$ cat src/rtl/se_pkg.sv
package se_pkg;
  typedef enum logic [1:0] {
    CMD_READ  = 2'd0,
    CMD_WRITE = 2'd1,
    CMD_WEN   = 2'd2,
    CMD_WDS   = 2'd3
  } se_cmd_e;

  typedef enum logic [1:0] {
    ST_IDLE,
    ST_SHIFT,
    ST_GAP,
    ST_POLL
  } se_state_e;

  typedef enum logic [1:0] {
    PH_SET,
    PH_HIGH,
    PH_LOW
  } se_phase_e;
endpackage

$ cat src/rtl/se_phase_div.sv
module se_phase_div #(
  parameter int unsigned DIV = 4
) (
  input  logic clk_i,
  input  logic rst_ni,
  input  logic clr_i,
  output logic tick_o
);
  localparam int unsigned CW = (DIV > 1) ? $clog2(DIV) : 1;

  logic [CW-1:0] cnt_q;

  assign tick_o = !clr_i && (cnt_q == CW'(DIV - 1));

  always_ff @(posedge clk_i or negedge rst_ni) begin
    if (!rst_ni)              cnt_q <= '0;
    else if (clr_i || tick_o) cnt_q <= '0;
    else                      cnt_q <= cnt_q + 1'b1;
  end

  // phase counter never passes its terminal count
  a_r6_div_bound: assert property (@(posedge clk_i) disable iff (!rst_ni)
    cnt_q <= CW'(DIV - 1));
endmodule

$ cat src/rtl/se_poll_ctr.sv
module se_poll_ctr #(
  parameter int unsigned POLL_MAX = 10000
) (
  input  logic clk_i,
  input  logic rst_ni,
  input  logic clr_i,
  input  logic inc_i,
  output logic last_o
);
  localparam int unsigned CW = $clog2(POLL_MAX + 1);

  logic [CW-1:0] cnt_q;

  assign last_o = (cnt_q == CW'(POLL_MAX - 1));

  always_ff @(posedge clk_i or negedge rst_ni) begin
    if (!rst_ni)    cnt_q <= '0;
    else if (clr_i) cnt_q <= '0;
    else if (inc_i) cnt_q <= cnt_q + 1'b1;
  end

  // failed polls never reach the limit without the timeout exit
  a_r8_poll_bound: assert property (@(posedge clk_i) disable iff (!rst_ni)
    cnt_q < CW'(POLL_MAX));
endmodule

$ cat src/rtl/serial_eeprom_ctrl.sv
module serial_eeprom_ctrl
  import se_pkg::*;
#(
  parameter int unsigned CLK_DIV  = 4,
  parameter int unsigned POLL_MAX = 10000,
  parameter int unsigned AW       = 6,
  parameter int unsigned DW       = 16
) (
  input  logic          clk_i,
  input  logic          rst_ni,
  input  logic          req_valid_i,
  output logic          req_ready_o,
  input  logic [1:0]    req_op_i,
  input  logic [AW-1:0] req_addr_i,
  input  logic [DW-1:0] req_wdata_i,
  output logic          done_o,
  output logic          err_o,
  output logic [DW-1:0] rdata_o,
  output logic          ee_cs_o,
  output logic          ee_sk_o,
  output logic          ee_di_o,
  input  logic          ee_do_i
);
  localparam int unsigned HDR_W = 4 + AW;
  localparam int unsigned FRM_W = HDR_W + DW;
  localparam int unsigned BW    = $clog2(FRM_W);

  se_state_e     state_q;
  se_phase_e     phase_q;
  logic [BW-1:0] bit_q;
  logic [FRM_W-1:0] sr_q;
  logic [DW-1:0] rd_sr_q;
  logic          is_rd_q, is_wr_q, long_q;
  logic          tick, poll_last;
  logic          cs_q, sk_q, di_q, done_q, err_q;
  logic [DW-1:0] rdata_q;

  logic [1:0]       opc;
  logic [AW-1:0]    adr;
  logic [FRM_W-1:0] frame;
  logic [BW-1:0]    last_bit;
  se_cmd_e          cmd;

  assign cmd = se_cmd_e'(req_op_i);

  always_comb begin
    opc = 2'b00;
    adr = '0;
    unique case (cmd)
      CMD_READ:  begin opc = 2'b10; adr = req_addr_i; end
      CMD_WRITE: begin opc = 2'b01; adr = req_addr_i; end
      CMD_WEN:   begin opc = 2'b00; adr = {2'b11, {(AW-2){1'b0}}}; end
      default:   begin opc = 2'b00; adr = '0; end
    endcase
    frame = {1'b0, 1'b1, opc, adr, req_wdata_i};
  end

  assign last_bit = long_q ? BW'(FRM_W - 1) : BW'(HDR_W - 1);

  se_phase_div #(.DIV(CLK_DIV)) u_div (
    .clk_i  (clk_i),
    .rst_ni (rst_ni),
    .clr_i  (state_q == ST_IDLE),
    .tick_o (tick)
  );

  se_poll_ctr #(.POLL_MAX(POLL_MAX)) u_poll (
    .clk_i  (clk_i),
    .rst_ni (rst_ni),
    .clr_i  (state_q != ST_POLL),
    .inc_i  ((state_q == ST_POLL) && tick && !ee_do_i && !poll_last),
    .last_o (poll_last)
  );

  always_ff @(posedge clk_i or negedge rst_ni) begin
    if (!rst_ni) begin
      state_q <= ST_IDLE;
      phase_q <= PH_SET;
      bit_q   <= '0;
      sr_q    <= '0;
      rd_sr_q <= '0;
      is_rd_q <= 1'b0;
      is_wr_q <= 1'b0;
      long_q  <= 1'b0;
      cs_q    <= 1'b0;
      sk_q    <= 1'b0;
      di_q    <= 1'b0;
      done_q  <= 1'b0;
      err_q   <= 1'b0;
      rdata_q <= '0;
    end else begin
      done_q <= 1'b0;
      err_q  <= 1'b0;
      unique case (state_q)
        ST_IDLE: if (req_valid_i) begin
          sr_q    <= frame;
          is_rd_q <= (cmd == CMD_READ);
          is_wr_q <= (cmd == CMD_WRITE);
          long_q  <= (cmd == CMD_READ) || (cmd == CMD_WRITE);
          cs_q    <= 1'b1;
          sk_q    <= 1'b0;
          di_q    <= frame[FRM_W-1];
          phase_q <= PH_SET;
          bit_q   <= '0;
          state_q <= ST_SHIFT;
        end
        ST_SHIFT: if (tick) begin
          unique case (phase_q)
            PH_SET: begin
              sk_q    <= 1'b1;
              phase_q <= PH_HIGH;
            end
            PH_HIGH: begin
              sk_q <= 1'b0;
              if (is_rd_q && bit_q >= BW'(HDR_W))
                rd_sr_q <= {rd_sr_q[DW-2:0], ee_do_i};
              phase_q <= PH_LOW;
            end
            default: begin
              if (bit_q == last_bit) begin
                cs_q    <= 1'b0;
                di_q    <= 1'b0;
                state_q <= ST_GAP;
              end else begin
                bit_q   <= bit_q + 1'b1;
                sr_q    <= sr_q << 1;
                di_q    <= sr_q[FRM_W-2];
                phase_q <= PH_SET;
              end
            end
          endcase
        end
        ST_GAP: if (tick) begin
          if (is_wr_q) begin
            cs_q    <= 1'b1;
            state_q <= ST_POLL;
          end else begin
            done_q  <= 1'b1;
            if (is_rd_q) rdata_q <= rd_sr_q;
            state_q <= ST_IDLE;
          end
        end
        default: if (tick && (ee_do_i || poll_last)) begin
          cs_q    <= 1'b0;
          done_q  <= 1'b1;
          err_q   <= !ee_do_i;
          state_q <= ST_IDLE;
        end
      endcase
    end
  end

  assign req_ready_o = (state_q == ST_IDLE);
  assign done_o      = done_q;
  assign err_o       = err_q;
  assign rdata_o     = rdata_q;
  assign ee_cs_o     = cs_q;
  assign ee_sk_o     = sk_q;
  assign ee_di_o     = di_q;

  a_r6_sk_needs_cs: assert property (@(posedge clk_i) disable iff (!rst_ni)
    ee_sk_o |-> ee_cs_o);
  a_r6_sk_on_tick: assert property (@(posedge clk_i) disable iff (!rst_ni)
    !tick |=> $stable(ee_sk_o));
  a_r6_di_hold: assert property (@(posedge clk_i) disable iff (!rst_ni)
    ee_sk_o |-> $stable(ee_di_o));
  a_r8_err_with_done: assert property (@(posedge clk_i) disable iff (!rst_ni)
    err_o |-> done_o);
  a_r9_busy_after_accept: assert property (@(posedge clk_i) disable iff (!rst_ni)
    req_valid_i && req_ready_o |=> !req_ready_o);
  a_r10_done_pulse: assert property (@(posedge clk_i) disable iff (!rst_ni)
    done_o |=> !done_o);
  a_r7_poll_cs_high: assert property (@(posedge clk_i) disable iff (!rst_ni)
    (state_q == ST_POLL) |-> ee_cs_o);
endmodule

$ cat config.mk
export PLATFORM = sky130hd
export DESIGN_NAME = serial_eeprom_ctrl
export DESIGN_NICKNAME = d
export VERILOG_FILES = /design/src/rtl/se_pkg.sv /design/src/rtl/se_phase_div.sv /design/src/rtl/se_poll_ctr.sv /design/src/rtl/serial_eeprom_ctrl.sv
export SDC_FILE = /design/constraint.sdc
export NUM_CORES = 1
export LEC_CHECK = 0
export BUFFER_PORTS_ARGS = -buffer_cell sky130_fd_sc_hd__clkbuf_2
export CORE_ASPECT_RATIO = 1.25
export CORE_MARGIN = 10
export CORE_UTILIZATION = 43
export DETAILED_ROUTE_END_ITERATION = 8
export SYNTH_ARGS = -nofsm -noshare
export SYNTH_HDL_FRONTEND = slang
export SYNTH_SLANG_ARGS = --single-unit
$ cat constraint.sdc
create_clock -name clk_i -period 3.1 [get_ports clk_i]
set_input_delay 0.62 -clock clk_i [delete_from_list [all_inputs] [get_ports clk_i]]
set_output_delay 0.62 -clock clk_i [all_outputs]
set_load 0.02 [all_outputs]
# == Word level (Yosys, flattened, before mapping) ==
# Cells that the tools add are included.
# op_classes
n_mul,0
reduce_logical,31
shifts,0
eq_ne,19
bitwise,1
div,0
n_lt_le_gt_ge,1
addsub,3
n_mux,51
# op_table
op,count
$mux 25,4
$pmux 25 s2,1
$mux 14,2
$mux 5,5
$mux 2,11
$reduce_and 4->1,5
$mux 1,17
$ne 2x2->1 const B,8
$add 14x1->14 const B,1
$eq 14x14->1 const B,1
$pmux 2 s2,3
$pmux 6 s2,1
$pmux 5 s2,1
$eq 2x2->1 const B,4
$pmux 1 s2,4
$reduce_and 7->1,1
$eq 2x1->1 const B,3
$logic_and 1x1->1,6
$logic_not 2->1,3
$pmux 2 s3,1
$reduce_and 6->1,1
$reduce_or 2->1,3
$add 5x1->5 const B,1
$eq 5x5->1,1
13 further kinds,18
# totals
rom_bits,0
out_inout_bits,22
in_bits,28
memories,0
ff_bits,90
latchBits,0
mem_bits_rw,0
wordCells,122

# == Logic depth before layout (Yosys ltp) ==
# logic_depth
word_depth,8
depth_mapped,7
ltp_nobuf,6

# == Cells and area by module ==
# From an unflattened synthesis, not the netlist that was laid out.
# hier_totals
hier_cells,347
hier_area_um2,4337.9
# modules_own_cells
mod,area_per_inst_um2,seq_area_each_um2,instances,cells_each
serial_eeprom_ctrl,3495.9,1851.8,1,263
se_poll_ctr,755.7,350.3,1,78
se_phase_div,86.3,50.0,1,6

# == Least setup slack after synthesis ==
# OpenSTA, ideal clock, no wires.
# synth_timing
path_type,flip-flop to flip-flop
startpoint,reg bit_q[1]
endpoint,reg sr_q[13]
setup_ns,0.125
path_slack_ns,1.136
period_less_slack_ns,1.964
t_arrival_ns,1.839
stages_incl_launch_ff,8
path_buffers,1
t_required_ns,2.975
path_cell_list,dfrtp_1 -> inv_1 -> ha_1 -> and3b_1 -> a21bo_2 -> a21oi_4 -> buf_4 -> mux2_2
# synth_via
elab_chain_len,3
# synth_rtl
element,line_no,rtl
start: declaration,serial_eeprom_ctrl.sv:30,logic [BW-1:0] bit_q;
start signal: assignment,serial_eeprom_ctrl.sv:125,bit_q <= bit_q + 1'b1;
$eq 5x5->1,serial_eeprom_ctrl.sv:120,if (bit_q == last_bit) begin
$ne 2x2->1 (no line),n/a,
$reduce_and 5->1 (no line),n/a,
end signal: assignment,serial_eeprom_ctrl.sv:96,sr_q <= frame;
end signal: assignment,serial_eeprom_ctrl.sv:126,sr_q <= sr_q << 1;
end: declaration,serial_eeprom_ctrl.sv:31,logic [FRM_W-1:0] sr_q;
# Every way passes these cells.
# A chain may end at the register's enable or synchronous reset.

# == Final worst setup path ==
# layout_timing
startpoint,reg bit_q[1]
endpoint,reg sr_q[17]
# The elaborated chain is that of the path after synthesis.

==> out/qor.txt <==
Total gr overflow - 0
Cell variety after synth - 50
DRT iter0 DRCs - 130
Area share of the largest cell type after synthesis - 53.03%
Pwr dens - 686.1 nW/µm²
Fillers - 878
Flops & latches, synth - 90
Design area - 4921 µm²
Top routing layer used - met4
Syn. warnings - 0
Critical Path RT - 3360 ps
Fmax - 451.1 MHz
Final #Nets - 470
CP max stage cell - a21oi_4
Primary FF master, synth - dfrtp_1
Period utilisation layout - 71.50%
Die X - 108.9 µm
Cells along the critical path - inv_1 -> ha_1 -> and3b_1 -> a21bo_2 -> a21oi_4 -> buf_4 -> mux2i_1
Die ar. - 14280 µm²
CTS hold repair buffers - 0
Initial antenna violation count - 0
Crit path arrival time - 2480 ps
CTS tree - done
Flop-to-flop setup slack - 880 ps
Leakage dissipation - 2.302 nW
Wire length of the first global-routing pass - 14.12 mm
Outcome - complete, no violations
Met3 WL - 349 µm
Number of global-route vias before repair - 3030
Layout cells sized above 1 - 29.71%
Yosys top cell by area - dfrtp_1
Post-synth net total - 420
Wl on met1 - 3.532 mm
Period minus WS final - 2217 ps
Routed length per instance - 14.32 µm
WL final - 8.118 mm
TritonRoute pass-1 iters - 5
Residual DRC - 0
H-tree depth - 3
Synth area leaders - dfrtp_1, mux2_2, nand2_1
Routed met2 length - 4.043 mm
Initial Utilization - 44.19%
Sequential share of the synthesized area - 53.03%
Ant diodes - 0
I/O pin total - 50
Placed instance area - 4626 µm²
CP peak stage delay - 560 ps
Maximum vdd ir drop - 0.2827 mV
Critical path type - flop to flop
Routability cong. - 0.7432
Area growth from synthesis to layout - 15.88%
DR vias - 2903
CTS Root Cell - clkbuf_16
Setup TNS - 0 ps
FP Rows - 40
Fin. Hold Viols - 0
Post-synth EDFFs - 0
PostCTS Resize Cnt - 0
Crit Path Max Fanout - 22
Mapped Area - 4247 µm²
Clock buffer depth - 2
Skew final - 4.565 ps
Syn_area_per_cell - 10.97 µm²
Clock slew at reported path FFs - 60 ps
Critical path endpoint category - flop
Slew @ Worst Pin - 880.7 ps
Setup violations, final - 0
DRT antenna net count - 0
Sink Count - 90
Asr flop ratio synth - 100.0%
Cells after Synth - 387
RSZ-0062 raised after global routing - no
Clk Latency, worst-skew pair - 340 ps
Max Cap Viol - 0
CP Launch Type - flop
Min-delay worst type - input port to asynchronous set/reset pin
Die height - 131.1 µm
Post-CTS Setup Bufs - 0
Tot GR Track Use - 12.12%
Detailed Place HPWL - 5.883 mm
IO buf count - 49
Relative slew margins - 41.29%
Area of the core - 9609 µm²
CTS buffer count - 9
Via density - 5.120
Max-slew violations - 0
Largest net degree at the start of global routing - 50
power breakdown:
part           internal [W]  total [W]  switching (W)
sequential          0.00141    0.00158       0.000165
clock              0.000643    0.00107       0.000432
combinational      0.000353   0.000726       0.000373
total               0.00241    0.00338       0.000970
layout make-up:
class	count	area, µm²	share of cell area (%)
Tap cell	126	157.7	3.204
Clock inverter	4	52.55	1.068
Inverter	14	52.55	1.068
Multi-Input combinational cell	266	1851	37.60
Clock buffer	11	242.7	4.933
Sequential cell	90	2252	45.77
Timing Repair Buffer	56	312.8	6.356
metrics by stage:
stage	utilization, %	hold WS (ps)	power [W]	instances	worst slack [ps]
detailed placement	48.14	435.8	0.002344	552	844.3
global placement	48.14	428.0	0.002300	552	865.5
finish	51.21	301.8	0.003376	567	883.4
floorplan	-	324.4	0.002121	387	1136
global route	51.21	367.7	0.003599	567	688.8
CTS	51.21	337.5	0.003435	567	852.5
synthesized netlist by cell type, types with 5 or more instances:
library cell / n
o21ai_0: 18
ha_1: 5
nand2b_1: 10
nor2_1: 10
nand3_1: 9
a21oi_1: 15
mux2_2: 50
dfrtp_1: 90
or3_1: 5
mux2i_1: 12
inv_1: 14
clkbuf_1: 8
o31ai_1: 5
nand2_1: 71
nor3b_1: 6
metal layers:
layer / vias to the layer above / track usage, %
met5: - / 0
met1: 1388 / 14.47
li1: 1459 / -
met3: 12 / 3.767
met4: 0 / 5.727
met2: 44 / 19.19
registers in the layout (all words and copies together), names as in the netlist, 2 cells and up:
signal	count
rd_sr_q	16
rdata_o	16
bit_q	5
phase_q	2
sr_q	25
u_poll.cnt_q	14
state_q	2
u_div.cnt_q	2
placed cells by master, fill, tap and decap left out, types with 2 or more instances in the layout:
master,count
a211oi_1,3
a21o_1,2
a21oi_1,15
a22o_1,3
a31oi_1,2
and3_1,3
buf_4,7
clkbuf_16,9
clkbuf_2,48
clkinv_4,2
dfrtp_1,90
ha_1,5
inv_1,14
mux2_2,50
mux2i_1,12
nand2_1,71
nand2b_1,10
nand3_1,9
nand4_1,4
nor2_1,10
nor2b_1,2
nor3_1,4
nor3b_1,6
o21ai_0,18
o31ai_1,5
or2_2,2
or3_1,5
or4_1,2
or4_4,2
xnor2_1,2
final timing paths:
kind | startpoint | end | depth (start not counted)
worst min-delay path | rst_ni | u_poll.cnt_q[2]$_DFFE_PN0P_ | 1
max in group asynchronous | rst_ni | rd_sr_q[0]$_DFFE_PN0P_ | 2
worst max register to register | bit_q[1]$_DFFE_PN0P_ | sr_q[17]$_DFFE_PN0P_ | 7
min in group clk_i | u_div.cnt_q[0]$_DFF_PN0_ | u_div.cnt_q[0]$_DFF_PN0_ | 1
worst min register to register | u_div.cnt_q[0]$_DFF_PN0_ | u_div.cnt_q[0]$_DFF_PN0_ | 1
worst max-delay path | bit_q[1]$_DFFE_PN0P_ | sr_q[17]$_DFFE_PN0P_ | 7
cells by family after synthesis:
| logic type | synth area share [%] |
|---|---|
| xor gates and xnor gates | 0.4126 |
| and+or+nand+nor | 16.62 |
| adders and majority gates | 1.473 |
| buffers and inverters | 3.388 |
| DFF | 53.03 |
| muxes | 16.35 |
| AOI/OAI and AO/OA | 8.722 |
worst max-delay path, delay by kind of cell (launching register included):
family	cells	cell delay (ps)
AO/OA/AOI/OAI	2	820
adder cells (fa/ha/maj)	1	170
buffers and inverters	2	330
flip-flops	1	400
multiplexers	1	190
AND/OR/NAND/NOR	1	210
(Power assumes the default switching activity.)
